$ cat config.mk
export PLATFORM = sky130hd
export DESIGN_NAME = rp_err_collector
export DESIGN_NICKNAME = d
export VERILOG_FILES = /design/src/rtl/rpec_pkg.sv /design/src/rtl/rpec_status.sv /design/src/rtl/rpec_src_field.sv /design/src/rtl/rpec_ctrl.sv /design/src/rtl/rpec_irq.sv /design/src/rtl/rp_err_collector.sv
export SDC_FILE = /design/constraint.sdc
export NUM_CORES = 1
export LEC_CHECK = 0
export ABC_AREA = 1
export BUFFER_PORTS_ARGS = -buffer_cell sky130_fd_sc_hd__buf_2
export CORE_MARGIN = 5
export CORE_UTILIZATION = 48
export DETAILED_ROUTE_END_ITERATION = 10
export PLACE_DENSITY = 0.8
export SLEW_MARGIN = 20
export SYNTH_ARGS = -nofsm -noshare
export SYNTH_HDL_FRONTEND = slang
export SYNTH_SLANG_ARGS = --single-unit
$ cat constraint.sdc
create_clock -name clk -period 1.2 [get_ports clk]
set_input_delay 0.24 -clock clk [delete_from_list [all_inputs] [get_ports clk]]
set_output_delay 0.24 -clock clk [all_outputs]
set_load 0.01 [all_outputs]
$ cat src/rtl/rpec_pkg.sv
package rpec_pkg;

  typedef enum logic [1:0] {
    SEV_COR      = 2'd0,
    SEV_NONFATAL = 2'd1,
    SEV_FATAL    = 2'd2,
    SEV_RSVD     = 2'd3
  } sev_e;

  localparam int ST_W    = 7;
  localparam int ST_COR  = 0;
  localparam int ST_MCOR = 1;
  localparam int ST_UNC  = 2;
  localparam int ST_MUNC = 3;
  localparam int ST_FF   = 4;
  localparam int ST_NF   = 5;
  localparam int ST_FAT  = 6;

  localparam int CMD_W   = 3;
  localparam int CE_COR  = 0;
  localparam int CE_NF   = 1;
  localparam int CE_FAT  = 2;

  localparam int N_CLASS = 2;

endpackage

$ cat src/rtl/rpec_status.sv
module rpec_status
  import rpec_pkg::*;
(
  input  logic                 clk,
  input  logic                 rst_n,
  input  logic                 msg_valid,
  input  logic [1:0]           msg_sev,
  input  logic                 clr_en,
  input  logic [ST_W-1:0]      clr_mask,
  output logic [ST_W-1:0]      sts_q,
  output logic [ST_W-1:0]      sts_nxt,
  output logic [N_CLASS-1:0]   cap,
  output logic [N_CLASS-1:0]   zap
);

  logic [ST_W-1:0] base;
  logic            sts_en;
  sev_e            sev;

  assign sev    = sev_e'(msg_sev);
  assign sts_en = msg_valid | clr_en;

  always_comb begin
    base = sts_q;
    if (clr_en) begin
      base = sts_q & ~clr_mask;
    end
    sts_nxt = base;
    cap     = '0;
    if (msg_valid) begin
      case (sev)
        SEV_COR: begin
          if (base[ST_COR]) sts_nxt[ST_MCOR] = 1'b1;
          else              cap[0]           = 1'b1;
          sts_nxt[ST_COR] = 1'b1;
        end
        SEV_NONFATAL, SEV_FATAL: begin
          if (sev == SEV_FATAL) begin
            if (!base[ST_UNC]) sts_nxt[ST_FF] = 1'b1;
            sts_nxt[ST_FAT] = 1'b1;
          end else begin
            sts_nxt[ST_NF] = 1'b1;
          end
          if (base[ST_UNC]) sts_nxt[ST_MUNC] = 1'b1;
          else              cap[1]           = 1'b1;
          sts_nxt[ST_UNC] = 1'b1;
        end
        default: ;
      endcase
    end
  end

  assign zap[0] = clr_en & clr_mask[ST_COR];
  assign zap[1] = clr_en & clr_mask[ST_UNC];

  always_ff @(posedge clk or negedge rst_n) begin
    if (!rst_n) begin
      sts_q <= '0;
    end else if (sts_en) begin
      sts_q <= sts_nxt;
    end
  end

  // reserved severity leaves the status word untouched
  assert_rsvd_ignored_R5: assert property (@(posedge clk) disable iff (!rst_n)
    (msg_valid && msg_sev == 2'd3 && !clr_en) |=> $stable(sts_q));

  // a clear without a message empties the masked bits
  assert_clear_empties_R6: assert property (@(posedge clk) disable iff (!rst_n)
    (clr_en && !msg_valid) |=> ((sts_q & $past(clr_mask)) == '0));

  // first-fatal bit holds while an uncorrectable message is recorded
  assert_first_fatal_hold_R4: assert property (@(posedge clk) disable iff (!rst_n)
    (msg_valid && msg_sev == 2'd2 && sts_q[ST_UNC] &&
     !(clr_en && (clr_mask[ST_UNC] || clr_mask[ST_FF])))
    |=> $stable(sts_q[ST_FF]));

endmodule

$ cat src/rtl/rpec_src_field.sv
module rpec_src_field #(
  parameter int SRC_W = 16
) (
  input  logic             clk,
  input  logic             rst_n,
  input  logic             cap,
  input  logic             zap,
  input  logic [SRC_W-1:0] src_in,
  output logic [SRC_W-1:0] src_q
);

  logic             en;
  logic [SRC_W-1:0] nxt;

  assign en = cap | zap;

  always_comb begin
    nxt = src_q;
    if (zap) nxt = '0;
    if (cap) nxt = src_in;
  end

  always_ff @(posedge clk or negedge rst_n) begin
    if (!rst_n) begin
      src_q <= '0;
    end else if (en) begin
      src_q <= nxt;
    end
  end

endmodule

$ cat src/rtl/rpec_ctrl.sv
module rpec_ctrl
  import rpec_pkg::*;
#(
  parameter int VEC_W = 5
) (
  input  logic             clk,
  input  logic             rst_n,
  input  logic             cmd_we,
  input  logic [CMD_W-1:0] cmd_wdata,
  input  logic             vec_load,
  input  logic [VEC_W-1:0] vec_value,
  output logic [CMD_W-1:0] cmd_q,
  output logic [CMD_W-1:0] cmd_nxt,
  output logic [VEC_W-1:0] vec_q
);

  logic [VEC_W-1:0] vec_nxt;

  always_comb begin
    cmd_nxt = cmd_q;
    if (cmd_we) cmd_nxt = cmd_wdata;
    vec_nxt = vec_q;
    if (vec_load) vec_nxt = vec_value;
  end

  always_ff @(posedge clk or negedge rst_n) begin
    if (!rst_n) begin
      cmd_q <= '0;
    end else if (cmd_we) begin
      cmd_q <= cmd_nxt;
    end
  end

  always_ff @(posedge clk or negedge rst_n) begin
    if (!rst_n) begin
      vec_q <= '0;
    end else if (vec_load) begin
      vec_q <= vec_nxt;
    end
  end

  // message number moves only on a load
  assert_vec_hold_R9: assert property (@(posedge clk) disable iff (!rst_n)
    !vec_load |=> $stable(vec_q));

endmodule

$ cat src/rtl/rpec_irq.sv
module rpec_irq
  import rpec_pkg::*;
(
  input  logic             clk,
  input  logic             rst_n,
  input  logic [ST_W-1:0]  sts_nxt,
  input  logic [CMD_W-1:0] cmd_nxt,
  input  logic             msi_mode,
  output logic             intx_out,
  output logic             msi_req
);

  logic [CMD_W-1:0] rcv_nxt;
  logic             pend_nxt;
  logic             pend_q;
  logic             msi_nxt;

  assign rcv_nxt[CE_COR] = sts_nxt[ST_COR];
  assign rcv_nxt[CE_NF]  = sts_nxt[ST_NF];
  assign rcv_nxt[CE_FAT] = sts_nxt[ST_FAT];

  assign pend_nxt = |(rcv_nxt & cmd_nxt);
  assign msi_nxt  = msi_mode & pend_nxt & ~pend_q;

  always_ff @(posedge clk or negedge rst_n) begin
    if (!rst_n) begin
      pend_q  <= 1'b0;
      msi_req <= 1'b0;
    end else begin
      pend_q  <= pend_nxt;
      msi_req <= msi_nxt;
    end
  end

  assign intx_out = ~msi_mode & pend_q;

  // a request never lasts two cycles
  assert_msi_single_R8: assert property (@(posedge clk) disable iff (!rst_n)
    msi_req |=> !msi_req);

  // no request is produced from a cycle in level mode
  assert_msi_mode_R7: assert property (@(posedge clk) disable iff (!rst_n)
    !msi_mode |=> !msi_req);

endmodule

$ cat src/rtl/rp_err_collector.sv
module rp_err_collector
  import rpec_pkg::*;
#(
  parameter int SRC_W = 16,
  parameter int VEC_W = 5
) (
  input  logic             clk,
  input  logic             rst_n,
  input  logic             msg_valid,
  input  logic [1:0]       msg_sev,
  input  logic [SRC_W-1:0] msg_src,
  input  logic             cmd_we,
  input  logic [2:0]       cmd_wdata,
  input  logic             sts_clr,
  input  logic [6:0]       sts_clr_mask,
  input  logic             vec_load,
  input  logic [VEC_W-1:0] vec_value,
  input  logic             msi_mode,
  output logic [6:0]       root_sts,
  output logic [SRC_W-1:0] cor_src,
  output logic [SRC_W-1:0] unc_src,
  output logic [2:0]       root_cmd,
  output logic [VEC_W-1:0] msg_num,
  output logic             intx_out,
  output logic             msi_req
);

  logic [ST_W-1:0]    sts_q;
  logic [ST_W-1:0]    sts_nxt;
  logic [N_CLASS-1:0] cap;
  logic [N_CLASS-1:0] zap;
  logic [CMD_W-1:0]   cmd_q;
  logic [CMD_W-1:0]   cmd_nxt;
  logic [SRC_W-1:0]   src_arr [N_CLASS];

  rpec_status u_status (
    .clk       (clk),
    .rst_n     (rst_n),
    .msg_valid (msg_valid),
    .msg_sev   (msg_sev),
    .clr_en    (sts_clr),
    .clr_mask  (sts_clr_mask),
    .sts_q     (sts_q),
    .sts_nxt   (sts_nxt),
    .cap       (cap),
    .zap       (zap)
  );

  for (genvar g = 0; g < N_CLASS; g++) begin : g_src
    rpec_src_field #(.SRC_W(SRC_W)) u_src (
      .clk    (clk),
      .rst_n  (rst_n),
      .cap    (cap[g]),
      .zap    (zap[g]),
      .src_in (msg_src),
      .src_q  (src_arr[g])
    );
  end

  rpec_ctrl #(.VEC_W(VEC_W)) u_ctrl (
    .clk       (clk),
    .rst_n     (rst_n),
    .cmd_we    (cmd_we),
    .cmd_wdata (cmd_wdata),
    .vec_load  (vec_load),
    .vec_value (vec_value),
    .cmd_q     (cmd_q),
    .cmd_nxt   (cmd_nxt),
    .vec_q     (msg_num)
  );

  rpec_irq u_irq (
    .clk      (clk),
    .rst_n    (rst_n),
    .sts_nxt  (sts_nxt),
    .cmd_nxt  (cmd_nxt),
    .msi_mode (msi_mode),
    .intx_out (intx_out),
    .msi_req  (msi_req)
  );

  assign root_sts = sts_q;
  assign root_cmd = cmd_q;
  assign cor_src  = src_arr[0];
  assign unc_src  = src_arr[1];

  // correctable identifier holds once recorded and not cleared
  assert_cor_src_hold_R2: assert property (@(posedge clk) disable iff (!rst_n)
    (root_sts[ST_COR] && !(sts_clr && sts_clr_mask[ST_COR])) |=> $stable(cor_src));

  // uncorrectable identifier holds once recorded and not cleared
  assert_unc_src_hold_R3: assert property (@(posedge clk) disable iff (!rst_n)
    (root_sts[ST_UNC] && !(sts_clr && sts_clr_mask[ST_UNC])) |=> $stable(unc_src));

endmodule

== Word level (Yosys, flattened, before mapping) ==
Index checks and enable logic that the tools add are counted.

* Register bits after elaboration: 49
* Logic and storage cells: 49
* Input bits: 40

* Reductions and logical operators: 7
* Equality and inequality tests: 2
* Bitwise operators: 13
* Muxes and demuxes: 20

{| class="wikitable"
|+ Operators with widths
! operator !! count
|-
| $mux W16 || 4
|-
| $mux W7 || 2
|-
| $mux W1 || 10
|-
| $and A7 B7 Y7 || 1
|-
| $not A7 Y7 || 1
|-
| $and A1 B1 Y1 || 5
|-
| $mux W5 || 1
|-
| $mux W2 || 2
|-
| $reduce_and A2 Y1 || 2
|-
| $reduce_bool A2 Y1 || 2
|-
| $and A3 B3 Y3 || 1
|-
| $mux W3 || 1
|-
| $or A1 B1 Y1 || 3
|-
| $reduce_or A3 Y1 || 1
|-
| $eq A2 B1 Y1 const B || 1
|-
| $eq A2 B2 Y1 const B || 1
|-
| $logic_not A2 Y1 || 1
|-
| $not A1 Y1 || 2
|-
| $reduce_or A2 Y1 || 1
|}

== Logic depth before layout (Yosys ltp) ==
* Depth in word-level cells: 11
* Mapped depth: 9
* Mapped depth without buffers: 9

== By module ==
A second synthesis with hierarchy kept.

* Cell total of the unflattened synthesis: 233
* Area total of the unflattened synthesis: 2044.5 µm²

{| class="wikitable"
|+ Modules (own cells, without submodules)
! module !! instances !! area each (µm²) !! cells an instance !! sequential area each (µm²)
|-
| rpec_src_field || 2 || 634.4 || 68 || 400.4
|-
| rpec_status || 1 || 367.9 || 48 || 175.2
|-
| rpec_ctrl || 1 || 309.0 || 37 || 200.2
|-
| rpec_irq || 1 || 98.8 || 12 || 50.0
|}

== Worst setup path before layout ==
Ideal clock, no wire load.

* Kind: input port to flip-flop
* From: in msg_sev[0]
* To: reg g_src[1].u_src.src_q[11]
* Data required time: 1126 ps
* Arrival: 1140 ps
* Setup time: 74 ps
* Stages on the path: 8
* Setup slack: -14 ps
* Path through: inv_1 > ha_1 > nand2_1 > clkinv_2 > nand2_4 > buf_6 > nand3_1 > o21ai_2

* Longest elaborated chain between the ends: 6
* Elaborated cells on any way between the ends: 9
* Those cells by class: 2 x eq/ne; 3 x mux; 1 x bitwise; 3 x reduce/logical

{| class="wikitable"
|+ RTL lines
! element !! RTL line !! text
|-
| from (decl) || rp_err_collector.sv:10 || <nowiki>input logic [1:0] msg_sev,</nowiki>
|-
| $eq A2 B1 Y1 / $eq A2 B2 Y1 (equally long branches) || rpec_status.sv:31 || <nowiki>case (sev)</nowiki>
|-
| $reduce_or A2 Y1 * || rpec_status.sv:31 ||
|-
| $mux W1 * || rpec_status.sv:31 ||
|-
| $mux W2 * || rpec_status.sv:30 || <nowiki>if (msg_valid) begin</nowiki>
|-
| $reduce_bool A2 Y1 (no line) / $or A1 B1 Y1 (equally long branches) || n/a ||
|-
| $reduce_and A2 Y1 (no line) || n/a ||
|-
| to (signal assigned) || rpec_src_field.sv:27 || <nowiki>src_q <= nxt;</nowiki>
|-
| to (decl) || rpec_src_field.sv:9 || <nowiki>output logic [SRC_W-1:0] src_q</nowiki>
|}

Every way passes the cells marked *; elsewhere a longest branch is shown, timed or not.
A chain may end at the register's enable or synchronous reset.

== Worst setup path after layout ==
* From: reg u_irq.pend_q
* To: out intx_out

* Longest elaborated chain between the ends: 1

{| class="wikitable"
|+ RTL lines
! element !! RTL line !! text
|-
| from (decl) || rpec_irq.sv:15 || <nowiki>logic pend_q;</nowiki>
|-
| from (signal assigned) || rpec_irq.sv:30 || <nowiki>pend_q <= pend_nxt;</nowiki>
|-
| $and A1 B1 Y1 || rpec_irq.sv:35 || <nowiki>assign intx_out = ~msi_mode & pend_q;</nowiki>
|-
| to (decl) || rp_err_collector.sv:24 || <nowiki>output logic intx_out,</nowiki>
|}

No other way between the ends.

==> impl_metrics.tcl <==
set metrics [dict create \
    outcome "finished clean" \
    synth_warnings 0 \
    hold_viol 0 \
    maxSlewViolCount 0 \
    wl_met1_mm 1.80 \
    die_y_um 77.2 \
    die_w_um 77.2 \
    path_class "reg2out" \
    fin_crit_sh 0.941 \
    cts_max_level 2 \
    synth_edf_count 0 \
    r2r_slack_ns 0.18 \
    core_area_mm2 0.00438 \
    cts_tree "done" \
    place_hpwl_mm 3.48 \
    layout_commonest_cell "buf_2" \
    cpMaxStageDelayCell "dfrtp_1" \
    timing.max_cap.violations 0 \
    postSynthAreaPerCell_um2 11.0 \
    synth_cell_types 16 \
    timing.rr.end "g_src[0].u_src.src_q[8]$_DFFE_PN0P_" \
    cts.clk_slew.worst_paths_ns 0.08 \
    insertion_delay_ns 0.30 \
    cts-root-buf "clkbuf_8" \
    skew_ns 0.00417 \
    synth_area_mm2 0.00217 \
    cp-start-kind "flip-flop" \
    io_buffers 88 \
    ys.flop_type "dfrtp_1" \
    rr_worst_depth 5 \
    peakVddDrop_uv 732 \
    topRoutingLayerUsed "met4" \
    synthToLayoutAreaGrowth_pct 30.4 \
    routedWlPerCell_um 13.3 \
    final_nets 337 \
    post-place-ws_ns -0.145 \
    via_per_inst 4.86 \
    path_cells "inv_1 -> nor2_1 -> buf_2" \
    setup_slack_ns 0.0702 \
    crit_arrival_ns 0.89 \
    vias 1688 \
    ant_nets 0 \
    ios 89 \
    grt_pass1_vias 1764 \
    gp_congestion 0.845 \
    grtUsageTotal 0.167 \
    grt_pass1_wl_mm 8.03 \
    async_reset_ff_frac 1.00 \
    cts_buffer_depth 2 \
    first_pass_iters 4 \
    hold_end "u_ctrl.cmd_q[0]$_DFFE_PN0P_" \
    start_util 0.495 \
    grt_overflow 0 \
    grt_max_degree 50 \
    min_from "cmd_wdata[0]" \
    wl_met2_mm 2.49 \
    r2r_start "u_status.sts_q[0]$_DFFE_PN0P_" \
    syn_nets 239 \
    clock-sinks 49 \
    rows 24 \
    slew_headroom 0.825 \
    dieArea_mm2 0.00596 \
    rsz0062_at_grt "false" \
    power_density_mw_per_mm2 1340 \
    required_ns 0.96 \
    drt_iter0_drc 83 \
    ys_seq_elements 49 \
    cts-buffers-inserted 5 \
    max_freq_mhz 885 \
    tightest_slew_ns 0.262 \
    p_leak_nw 1.59 \
    remaining_drc_errors 0 \
    end_kind "output pin" \
    seq_area_frac_synth 0.565 \
    crit_buf_inv 2 \
    setup_violations 0 \
    diodes 0 \
    wl_met3_um 230 \
    hold_class "in2reg" \
    cp_max_fo 2 \
    slowest_delay_ns 0.38 \
    layout.cells.most_common_list "buf_2 (88), dfrtp_1 (49), nand3_1 (31)" \
    period_minus_slack_ns 1.13 \
    whs_path_depth 3 \
    antenna_found_initial 0 \
    drive_above_1_share 0.519 \
    cpLargestDelayFamily "flip-flops" \
    postSynthCellCount 197 \
    wl_mm 4.62 \
    power_mw 3.78 \
]
[Yosys cell counts, types with 5 or more instances]
library cell  number  share of area
buf_6              7          0.036
dfrtp_1           49           0.57
mux2_2             5          0.026
nand3_2            5          0.023
nand2_4            5          0.026
nand2_1           30          0.052
o21ai_2           30           0.12
nand3_1           31          0.072
inv_1             23          0.040
[per-stage QoR]
step	instances	util	setup TNS [ns]	cell area [µm²]	hold slack, ns
after detailed placement	338	0.622	-2.13	2730	0.250
final	347	0.646	0	2830	0.160
after floorplan	197	-	0	2170	-0.0556
after CTS	346	0.644	0	2820	0.155
after global routing	347	0.646	0	2830	0.163
after global placement	338	0.622	-1.54	2730	0.245
[cells by family (layout without fill, tap and decap cells)]
kind of cell,count (synthesis),after routing,share of synthesized area
flip-flops,49,49,0.565
buffers and inverters,33,131,0.0830
adder cells (fa/ha/maj),2,2,0.0115
AO/OA/AOI/OAI,34,34,0.130
multiplexers,5,5,0.0259
AND/OR/NAND/NOR,74,74,0.184
[report_power, final]
part / switching, mW / leakage [nW] / internal [mW]
sequential: 0.107 / 0.634 / 1.84
combinational: 0.474 / 0.909 / 0.386
clock: 0.511 / 0.0443 / 0.458
[routing by layer]
metal,track usage,up-vias
li1,-,846
met1,0.190,793
met2,0.301,42
met3,0.0328,7
met4,0.0722,0
met5,0,-
[flip-flops by register name, summed over array words and instances, names as in the netlist]
register / cells
u_irq.pend_q: 1
u_irq.msi_req: 1
u_ctrl.cmd_q: 3
u_ctrl.vec_q: 5
g_src.u_src.src_q: 32
u_status.sts_q: 7
[worst reg2reg max path, delay by kind of cell (launching register included)]
| family | cells | cell delay, ns |
|---|---|---|
| AO/OA/AOI/OAI | 1 | 0.05 |
| flip-flops | 1 | 0.41 |
| AND/OR/NAND/NOR | 3 | 0.27 |
| buffers and inverters | 1 | 0.17 |
[area by class of cell]
type / instances / area, µm²
fill: 373 / 1550
sequential: 49 / 1230
multi-input combinational: 115 / 766
timing repair buffer: 100 / 596
inverter: 24 / 91.3
clock buffer: 7 / 86.3
tap: 52 / 65.1
[worst max-delay path by stage]
stage,slack [ns],endpoint,depth (start not counted),start
after floorplan,0.009,g_src[1].u_src.src_q[11]$_DFFE_PN0P_,8,msg_sev[0]
after global placement,-0.10,g_src[1].u_src.src_q[15]$_DFFE_PN0P_,9,msg_sev[0]
after detailed placement,-0.15,g_src[1].u_src.src_q[14]$_DFFE_PN0P_,9,msg_sev[0]
after CTS,0.05,intx_out,3,u_irq.pend_q$_DFF_PN0_
after global routing,0.02,intx_out,3,u_irq.pend_q$_DFF_PN0_
final,0.07,intx_out,3,u_irq.pend_q$_DFF_PN0_
[timing repair]
action,CTS,global route
gates resized for setup,0,0
hold buffers,1,0
buffers inserted,0,1
setup endpoints to repair,0,1
endpoints found under the hold margin,49,0
Power figures use the tool's default switching activity.
